==> src/rtl/ipi_dispatch.sv <==
module ipi_dispatch #(
  parameter int NCORES  = 8,
  parameter int POR_VEC = 1
) (
  input  logic              clk,
  input  logic              rst_n,
  input  logic              cmd_valid,
  input  logic [17:0]       cmd_data,
  output logic [NCORES-1:0] irq_stb,
  output logic [5:0]        irq_vec,
  output logic [NCORES-1:0] rst_stb,
  output logic [NCORES-1:0] halt_stb,
  output logic [NCORES-1:0] wake_stb,
  output logic [NCORES-1:0] halted,
  output logic              err_flag
);
  localparam int VEC_W = 6;
  localparam int ID_W  = 5;

  wire [1:0]       kind = cmd_data[17:16];
  wire [ID_W-1:0]  id   = cmd_data[12:8];
  wire [VEC_W-1:0] vec  = cmd_data[5:0];

  wire in_range = 32'(id) < NCORES;
  wire accept   = cmd_valid && in_range;
  wire vec_ok   = vec == VEC_W'(POR_VEC);

  wire [NCORES-1:0] sel = accept ? ({{(NCORES-1){1'b0}}, 1'b1} << id) : '0;

  wire [NCORES-1:0] sel_irq  = (kind == 2'd0) ? sel : '0;
  wire [NCORES-1:0] sel_rst  = (kind == 2'd1 && vec_ok) ? sel : '0;
  wire [NCORES-1:0] sel_halt = (kind == 2'd2) ? sel : '0;
  wire [NCORES-1:0] sel_wake = (kind == 2'd3) ? sel : sel_rst;
  wire              bad_rst  = accept && kind == 2'd1 && !vec_ok;

  always_ff @(posedge clk) begin
    if (!rst_n) begin
      irq_stb  <= '0;
      irq_vec  <= '0;
      rst_stb  <= '0;
      halt_stb <= '0;
      wake_stb <= '0;
      halted   <= '0;
      err_flag <= 1'b0;
    end else begin
      irq_stb  <= sel_irq;
      rst_stb  <= sel_rst;
      halt_stb <= sel_halt;
      wake_stb <= sel_wake;
      halted   <= (halted | sel_halt) & ~sel_wake;
      err_flag <= err_flag | bad_rst;
      if (|sel_irq) irq_vec <= vec;
    end
  end
endmodule


==> config.mk <==
export PLATFORM = sky130hd
export DESIGN_NAME = ipi_dispatch
export DESIGN_NICKNAME = d
export VERILOG_FILES = /design/src/rtl/ipi_dispatch.sv
export SDC_FILE = /design/constraint.sdc
export NUM_CORES = 1
export LEC_CHECK = 0
export ABC_AREA = 1
export BUFFER_PORTS_ARGS = -buffer_cell sky130_fd_sc_hd__buf_2
export CORE_MARGIN = 4
export CORE_UTILIZATION = 45
export CTS_CLUSTER_DIAMETER = 100
export DETAILED_ROUTE_END_ITERATION = 8
export GPL_TIMING_DRIVEN = 0
export PLACE_DENSITY = 0.77
export SLEW_MARGIN = 5
export SYNTH_ARGS = -nofsm -noshare
export SYNTH_HDL_FRONTEND = slang
export SYNTH_SLANG_ARGS = --single-unit
==> constraint.sdc <==
create_clock -name clk -period 1.2 [get_ports clk]
set_input_delay 0.12 -clock clk [delete_from_list [all_inputs] [get_ports clk]]
set_output_delay 0.12 -clock clk [all_outputs]
set_load 0.005 [all_outputs]
==> Word level (Yosys, flattened, before mapping) <==
Index checks and enable logic that the tools add are counted.
{ "totals": {"regBits": 47, "latchBits": 0, "mem_bits_rw": 0, "rom_bits": 0, "in_bits": 21, "mem_count": 0} }
{ "op_classes": {"n_addsub": 0, "n_mul": 0, "n_div": 0, "n_lt_le_gt_ge": 1, "eq_ne": 4, "shifts": 1, "mux": 5, "bitwise_logic": 4, "n_reduce_logical": 7} }
{ "ops": {"columns": ["op", "count"], "rows": [
  ["$mux 8", 5],
  ["$and 8x8->8", 1],
  ["$not 8->8", 1],
  ["$or 8x8->8", 1],
  ["$reduce_or 8->1", 1],
  ["$shl 1x5->8 const A", 1],
  ["$eq 6x1->1 const B", 1],
  ["$lt 5x4->1 const B", 1],
  ["$eq 2x2->1 const B", 2],
  ["$logic_and 1x1->1", 4],
  ["$eq 2x1->1 const B", 1],
  ["$logic_not 2->1", 1],
  ["$logic_not 1->1", 1],
  ["$or 1x1->1", 1]
]} }

==> Longest topological paths before layout <==
Gate-level depths: netlist (run 1).
{ "logic_depth": {"ltp_word": 7, "ltp_mapped": 7} }

==> Worst setup path after synthesis (run 1) <==
Ideal clock, no wire load.
{ "synth_path": {"path_type": "in2reg", "startpoint": "input port cmd_data[16]", "endpoint": "register irq_stb[0]", "setup_ns": 0.064, "arrival_ns": 0.894, "required_ns": 1.136, "setup_slack_ns": 0.242, "cell_stages": 5, "path_cell_list": "or2_1 > buf_2 > or2_1 > buf_2 > nor2_1"} }
{ "synth_via": {"elab_chain_cells": 2} }
{ "synth_rtl": {"columns": ["item", "line", "source"], "rows": [
  ["start: declaration", "8", "input logic [17:0] cmd_data,"],
  ["$logic_not 2->1", "30", "wire [NCORES-1:0] sel_irq = (kind == 2'd0) ? sel : '0;"],
  ["$mux 8", "30", null],
  ["end signal: assignment", "46", "irq_stb <= sel_irq;"],
  ["end: declaration", "9", "output logic [NCORES-1:0] irq_stb,"]
]} }
Every way passes these cells.
A chain may end at the register's enable or synchronous reset.

==> Final worst setup path (run 1) <==
{ "layout_path": {"startpoint": "register halted[6]", "endpoint": "output port halted[6]"} }
{ "layout_rtl": {"columns": ["item", "line", "source"], "rows": [
  ["start: declaration", "14", "output logic [NCORES-1:0] halted,"],
  ["start signal: assignment", "50", "halted <= (halted | sel_halt) & ~sel_wake;"]
]} }
No word-level cell between the ends.

==> impl_metrics.sql, run 1 <==
INSERT INTO impl_metrics (metric_group, metric, value, unit) VALUES
('timing', 'slew_headroom', '0.701', ''),
('cells_and_area', 'utilization', '0.620', ''),
('drt', 'vias', '1368', ''),
('setup_path', 'worst_setup_path_start_kind', 'flop', ''),
('timing', 'setup_slack', '0.231', 'ns'),
('global_routing', 'grt_start_max_net_pins', '14', ''),
('cells_and_area', 'finalNetCount', '279', ''),
('synth', 'synth.top_cells.by_count', '60 x nor2_1, 47 x dfxtp_1, 20 x nand2_1, 15 x nand3_1, 14 x inv_1', ''),
('power', 'intPower', '0.00184', 'W'),
('timing', 'finalSetupViolations', '0', ''),
('floorplanning', 'die-height', '66.3', 'um'),
('timing', 'skew', '0', 'ns'),
('place', 'detailed_place_hpwl', '2480', 'um'),
('power', 'power.total', '0.00237', 'W'),
('floorplanning', 'die_area', '4400', 'um2'),
('place', 'buffer_ports.inserted', '62', ''),
('timing', 'slew_viol_final', '0', ''),
('drt', 'totalWireLength', '3270', 'um'),
('global_routing', 'globalRoute.totalOverflow', '0', ''),
('timing', 'hold_viol', '0', ''),
('synth', 'seq_area_frac_synth', '0.615', ''),
('floorplanning', 'die_w', '66.3', 'um'),
('setup_path', 'worstRegToRegCells', '2', ''),
('setup_path', 'crit_path_start', 'halted[6]', ''),
('place', 'dp_cells', '294', ''),
('place', 'place_area', '1900', 'um2'),
('power', 'maximum_ir_drop_on_the_vdd_rail', '0.601', 'mV'),
('setup_path', 'reg2reg_from', 'irq_vec[0]', ''),
('place', 'gp_congestion', '0.785', ''),
('timing', 'maxClockFrequency', '1030', 'MHz'),
('setup_path', 'capture_instance_of_the_worst_register_to_register_path', 'irq_vec[0]', ''),
('setup_path', 'worst-setup-path-type', 'flop to output pin', ''),
('synth', 'ys_dominant_reg_cell', 'dfxtp_1', ''),
('synth', 'synth_cell_type_count', '13', ''),
('cells_and_area', 'finish.cell_count_without_fillers', '303', ''),
('cells_and_area', 'multi_input_comb_area', '505', 'um2'),
('synth', 'yosysTopAreaCell', 'dfxtp_1', ''),
('timing', 'final.period_utilization', '0.808', ''),
('setup_path', 'crit_arrival', '0.85', 'ns'),
('synth', 'synth_area', '1530', 'um2'),
('drt', 'wl_per_cell', '10.8', 'um'),
('synth', 'synth.net_count', '209', ''),
('cells_and_area', 'final_cell_area', '1960', 'um2'),
('setup_path', 'cp-endpoint', 'halted[6]', ''),
('synth', 'synth_cells', '188', ''),
('clock_tree', 'clk_pin_slew', '0.12', 'ns'),
('synth', 'netlist_top_cells_area', 'dfxtp_1 61%, nor2_1 15%, nand2_1 4.9%, nand3_1 4.9%, inv_1 3.4%', ''),
('clock_tree', 'worst_skew_pair.late_latency', '0.35', 'ns'),
('global_routing', 'grt_util_all_layers', '0.166', ''),
('setup_path', 'path_buf_inv', '1', ''),
('floorplanning', 'floorplan.io_pins', '68', ''),
('synth', 'synth_top_area_frac', '0.615', ''),
('synth', 'ffs_latches_synth', '47', ''),
('clock_tree', 'tritoncts', 'done', ''),
('setup_path', 'critPathTopFamily', 'flip-flops', ''),
('timing', 'fin_crit', '0.969', 'ns'),
('global_routing', 'initial_antenna_violation_count', '0', ''),
('global_routing', 'first_pass_grt_wire_length', '5550', 'um'),
('drt', 'via_per_inst', '4.51', ''),
('global_routing', 'first_global_vias', '1301', ''),
('run_status', 'outcome', 'finished clean', ''),
('drt', 'antenna_violating_nets_post_route', '0', ''),
('setup_path', 'end_kind', 'output pin', ''),
('cells_and_area', 'antenna_cells_inserted', '0', ''),
('clock_tree', 'cts_max_path_buffers', '2', ''),
('drt', 'drt_drc_violations_left', '0', ''),
('setup_path', 'cp.required', '1.08', 'ns'),
('clock_tree', 'number_of_gates_given_a_new_drive_strength_after_cts', '0', ''),
('synth', 'yosysMostFrequentCell', 'nor2_1', ''),
('clock_tree', 'cts.sink_count', '47', ''),
('place', 'post-place-ws', '-0.0568', 'ns');
-- metrics by stage --
| step | setup TNS, ns | hold slack [ns] |
|---|---|---|
| global placement | -0.249 | 0.372 |
| floorplan | 0 | 0.256 |
| finish | 0 | 0.0119 |
| global route | 0 | 0.0161 |
| CTS | 0 | 0.00482 |
| detailed placement | -0.311 | 0.376 |
-- cells in the final DEF (no fill, tap or decap) --
master         count
clkbuf_4           5
inv_1             14
clkinv_2           1
dfxtp_1           47
inv_2              1
nor2_2             2
buf_2             66
nand3_1           15
a21oi_1           10
nand2_1           20
o21ai_0            6
clkbuf_1           4
nor3_1             5
or2_1              2
dlygate4sd3_1      1
nor2_1            60
-- logic make-up (layout without fill, tap and decap cells) --
| logic type | count (synthesis) | count (layout) | share of synthesized area |
|---|---|---|---|
| flops | 47 | 47 | 0.615 |
| simple gates | 104 | 104 | 0.278 |
| compound gates | 16 | 16 | 0.0523 |
| buf+inv | 21 | 92 | 0.0548 |
-- per-layer routing --
metal,part of all wire,wire length (um),GRT usage,vias up
met4,0.029,95,0.109,0
met5,0,0,0,-
met3,0.080,262,0.0425,9
met2,0.43,1390,0.247,58
li1,-,-,-,729
met1,0.47,1520,0.210,572
-- power by group through the flow --
stage                     logic (W)  registers [W]  clock network (W)
after CTS                  0.000131        0.00157           0.000692
after global placement     0.000127        0.00160                  0
final                      0.000131        0.00157           0.000672
after global routing       0.000149        0.00157           0.000760
after detailed placement   0.000128        0.00160                  0
after floorplan           0.0000710        0.00160                  0
-- flip-flops by register name, indices dropped and copies added, names as in the netlist --
register / cells
err_flag: 1
halt_stb: 8
halted: 8
irq_stb: 8
irq_vec: 6
rst_stb: 8
wake_stb: 8
-- what timing repair did --
| item | CTS | global route |
|---|---|---|
| hold endpoints to repair | 1 | 0 |
| hold buffers | 1 | 0 |
| setup endpoints to repair | 0 | 0 |
-- worst min path at each step --
stage / from / endpoint / cells after the start
floorplan: rst_n / irq_vec[1] / 2
global placement: cmd_data[2] / irq_vec[2] / 3
detailed placement: cmd_data[2] / irq_vec[2] / 3
CTS: cmd_data[1] / irq_vec[1] / 3
global route: cmd_data[1] / irq_vec[1] / 3
finish: cmd_data[4] / irq_vec[4] / 3
-- area by class of cell --
| cell class | count | area share |
|---|---|---|
| Clock buffer | 7 | 0.0230 |
| Tap cell | 44 | 0.0282 |
| Buffer | 6 | 0.0141 |
| Inverter | 15 | 0.0288 |
| Multi-Input combinational cell | 120 | 0.258 |
| Timing Repair Buffer | 63 | 0.164 |
| Sequential cell | 47 | 0.481 |
| Clock inverter | 1 | 0.00256 |
Note: power is estimated with default switching activity, not from simulation.
==> run 2, diff against run 1 <==
--- a/config.mk
+++ b/config.mk
@@ -5,14 +5,14 @@
 export SDC_FILE = /design/constraint.sdc
 export NUM_CORES = 1
 export LEC_CHECK = 0
-export ABC_AREA = 1
+export ABC_AREA = 0
 export BUFFER_PORTS_ARGS = -buffer_cell sky130_fd_sc_hd__buf_2
 export CORE_MARGIN = 4
-export CORE_UTILIZATION = 45
+export CORE_UTILIZATION = 41
 export CTS_CLUSTER_DIAMETER = 100
 export DETAILED_ROUTE_END_ITERATION = 8
 export GPL_TIMING_DRIVEN = 0
-export PLACE_DENSITY = 0.77
+export PLACE_DENSITY = 0.74
 export SLEW_MARGIN = 5
 export SYNTH_ARGS = -nofsm -noshare
 export SYNTH_HDL_FRONTEND = slang
==> constraint.sdc (replaced) <==
create_clock -name clk -period 0.85 [get_ports clk]
set_input_delay 0.085 -clock clk [delete_from_list [all_inputs] [get_ports clk]]
set_output_delay 0.085 -clock clk [all_outputs]
set_load 0.005 [all_outputs]
==> impl_metrics.sql, run 2 <==
INSERT INTO impl_metrics (metric_group, metric, value, unit) VALUES
('global_routing', 'groute.layer.met1.usage', '0.197', ''),
('synth', 'post_synth_mux_area_share', '0', ''),
('global_routing', 'grt_util_all_layers', '0.173', ''),
('drt', 'vias', '1422', ''),
('run_status', 'outcome', 'finished with violations', ''),
('setup_path', 'worst_setup_path_start_kind', 'input port', ''),
('synth', 'synth_cell_type_count', '23', ''),
('timing', 'max_slew.worst_pin.slew', '0.471', 'ns'),
('synth', 'ys_dominant_reg_cell', 'dfxtp_1', ''),
('cells_and_area', 'final_cell_area', '2410', 'um2'),
('min_path', 'hold_path.class', 'input port to flop', ''),
('setup_path', 'crit_arrival', '1.08', 'ns'),
('setup_path', 'worst-setup-path-type', 'input port to flop', ''),
('floorplanning', 'die-height', '69.2', 'um'),
('synth', 'async_flop_share', '0', ''),
('run_status', 'violations_in_the_final_reports', 'negative setup slack', ''),
('cells_and_area', 'fraction_of_final_layout_cells_sized_beyond_drive_strength_1', '0.591', ''),
('floorplanning', 'starting_density_of_the_core', '0.443', ''),
('clock_tree', 'clk_pin_slew', '0.08', 'ns'),
('synth', 'synth_enable_flop_cells', '0', ''),
('synth', 'synth_area', '1540', 'um2'),
('synth', 'seq_area_frac_synth', '0.613', ''),
('cells_and_area', 'multi_input_comb_area', '717', 'um2'),
('drt', 'wl_per_cell', '15.1', 'um'),
('place', 'detailed_place_hpwl', '2700', 'um'),
('cells_and_area', 'register_area', '960', 'um2'),
('place', 'place_area', '2000', 'um2'),
('timing', 'maxClockFrequency', '1120', 'MHz'),
('floorplanning', 'die_w', '69.2', 'um'),
('clock_tree', 'worst_skew_pair.late_latency', '0.29', 'ns'),
('synth', 'synth_compound_area_frac', '0.152', ''),
('clock_tree', 'htree_num_levels', '2', ''),
('synth', 'yosys.area_share.adder', '0', ''),
('timing', 'fin_crit', '0.891', 'ns'),
('power', 'maximum_ir_drop_on_the_vdd_rail', '0.942', 'mV'),
('cells_and_area', 'mostFrequentLayoutCell', 'buf_2', ''),
('place', 'buffer_ports.inserted', '62', ''),
('global_routing', 'global_route.peak_usage_layer', 'met2', ''),
('cells_and_area', 'finish.cell_count_without_fillers', '281', ''),
('global_routing', 'first_global_vias', '1362', ''),
('timing', 'skew', '0', 'ns'),
('drt', 'via_per_inst', '5.06', ''),
('timing', 'setup_slack', '-0.0415', 'ns'),
('drt', 'drtIter0Drc', '95', ''),
('synth', 'ffs_latches_synth', '47', ''),
('drt', 'totalWireLength', '4250', 'um'),
('synth', 'yosysMostFrequentCell', 'dfxtp_1', ''),
('floorplanning', 'floorplan.io_pins', '68', ''),
('clock_tree', 'cts-buffers-inserted', '5', ''),
('setup_path', 'cp.required', '1.04', 'ns'),
('synth', 'synthSimpleGateAreaFrac', '0.211', ''),
('synth', 'netlist_top_cells_area', 'dfxtp_1 61%, nor2_1 6.4%, o311a_1 3.9%, a31o_2 3.4%, nand3_1 2.9%', ''),
('timing', 'slew_headroom', '0.686', ''),
('global_routing', 'global_route.usage.met3', '0.0652', ''),
('clock_tree', 'cts_max_path_buffers', '2', ''),
('timing', 'slew_viol_final', '0', ''),
('synth', 'synth.top_cells.by_count', '47 x dfxtp_1, 26 x nor2_1, 9 x nand2_1, 9 x nand3_1, 8 x nor3_1', ''),
('global_routing', 'global_route.usage.met2', '0.293', ''),
('global_routing', 'initial_antenna_violation_count', '0', ''),
('global_routing', 'globalRoute.totalOverflow', '0', ''),
('clock_tree', 'cts.sink_count', '47', ''),
('timing', 'grt_setup_unrepaired', 'yes', ''),
('synth', 'synth.net_count', '171', ''),
('timing', 'hold_viol', '0', ''),
('place', 'gp_congestion', '0.694', ''),
('cells_and_area', 'filler_cell_count', '269', ''),
('timing', 'whs', '0.0423', 'ns'),
('floorplanning', 'core-area', '3470', 'um2'),
('floorplanning', 'die_area', '4790', 'um2'),
('cells_and_area', 'antenna_cells_inserted', '0', ''),
('synth', 'synth_top_area_frac', '0.613', ''),
('cells_and_area', 'layout_common_cells', '50 x buf_2, 32 x dfxtp_1, 25 x nor2_1', ''),
('drt', 'drt_drc_violations_left', '0', ''),
('clock_tree', 'clock_tree.root_cell', 'clkbuf_8', ''),
('place', 'post-place-ws', '-0.647', 'ns'),
('floorplanning', 'row_count', '21', ''),
('synth', 'yosysWarnings', '0', ''),
('global_routing', 'first_pass_grt_wire_length', '6630', 'um'),
('timing', 'final_tns_setup', '-0.235', 'ns'),
('synth', 'synth_cells', '150', ''),
('synth', 'yosysTopAreaCell', 'dfxtp_1', ''),
('global_routing', 'grt_start_max_net_pins', '16', ''),
('cells_and_area', 'layout-area-overhead-vs-synth', '56.7', '%'),
('timing', 'finalSetupViolations', '15', ''),
('power', 'cellPowerDensity', '1640', 'nW/um2'),
('power', 'cellLeakagePower', '1.11', 'nW'),
('setup_path', 'worstPathMaxFanout', '8', ''),
('synth', 'synth_xor_xnor_area_share', '0', ''),
('clock_tree', 'tritoncts', 'done', ''),
('cells_and_area', 'finalNetCount', '255', ''),
('place', 'dp_cells', '258', ''),
('timing', 'final.period_utilization', '1.05', ''),
('synth', 'synth.avg_cell_area', '10.2', 'um2'),
('clock_tree', 'cts-hold-fix-buffers', '0', ''),
('setup_path', 'end_kind', 'flop', ''),
('drt', 'antenna_violating_nets_post_route', '0', ''),
('synth', 'combinational_family_with_the_most_area_after_synthesis', 'simple AND/OR/NAND/NOR gates', ''),
('drt', 'drtPass1Iterations', '4', ''),
('job', 'timing.max_cap.violations', '0', '');
-- run 2: cell count changes after synthesis, moves of 4 or more --
| cell | change |
|---|---|
| nand2_1 | -11 |
| a31o_2 | +6 |
| nand3_1 | -6 |
| nor2b_1 | +4 |
| nor2_1 | -34 |
| o311a_1 | +6 |
| inv_1 | -12 |
-- run 2: final timing paths --
path	slack, ns	cells past startpoint	startpoint	endpoint
worst max-delay path	-0.04	6	cmd_data[1]	halted[5]
worst min register to register	0.47	1	err_flag	err_flag
worst min-delay path	0.04	3	cmd_data[1]	irq_vec[1]
worst max register to register	0.07	2	halted[3]	halted[3]
-- run 2: per-layer routing --
metal  vias to the layer above  wire (um)
li1                        702          -
met1                       659       1750
met2                        52       2100
met3                         9        317
met4                         0         78
met5                         -          0
-- run 2: final cells by class --
cell class              count  area share
clock inverters             2     0.00676
inverters                   2     0.00312
multi-input cells          94       0.298
repair buffers             78       0.218
clock buffers               6      0.0343
flip-flops and latches     47       0.399
plain buffers               6      0.0172
well taps                  46      0.0239
-- run 2: repair_timing --
action / in CTS / in global routing
pin swaps: 12 / 11
resized for setup: 24 / 37
gates cloned: 2 / 0
setup buffers: 12 / 2
endpoints found under the setup margin: 51 / 55
-- run 2: report_power, final --
group | internal, W | leakage [nW] | total, W | switching [W]
sequential | 0.00221 | 0.386 | 0.00221 | 0.00000454
clock | 0.000664 | 0.0474 | 0.00139 | 0.000727
combinational | 0.000144 | 0.676 | 0.000341 | 0.000197
total | 0.00302 | 1.11 | 0.00394 | 0.000929
-- run 2: cells by family (layout without fill, tap and decap cells) --
| group | Yosys count | count (layout) |
|---|---|---|
| and+or+nand+nor | 63 | 63 |
| buffers and inverters | 9 | 94 |
| AOI/OAI and AO/OA | 31 | 31 |
| DFF | 47 | 47 |
-- run 2: worst max-delay path: stages --
cell and delay (ns):
buf_8 0.10, nor4b_4 0.28, buf_4 0.17, a21oi_4 0.08, buf_6 0.16, o211a_1 0.20
-- run 2: through the flow --
step	utilization	power [W]
floorplan	-	0.00239
global placement	0.577	0.00250
finish	0.694	0.00394
CTS	0.652	0.00392
detailed placement	0.577	0.00250
global route	0.694	0.00408
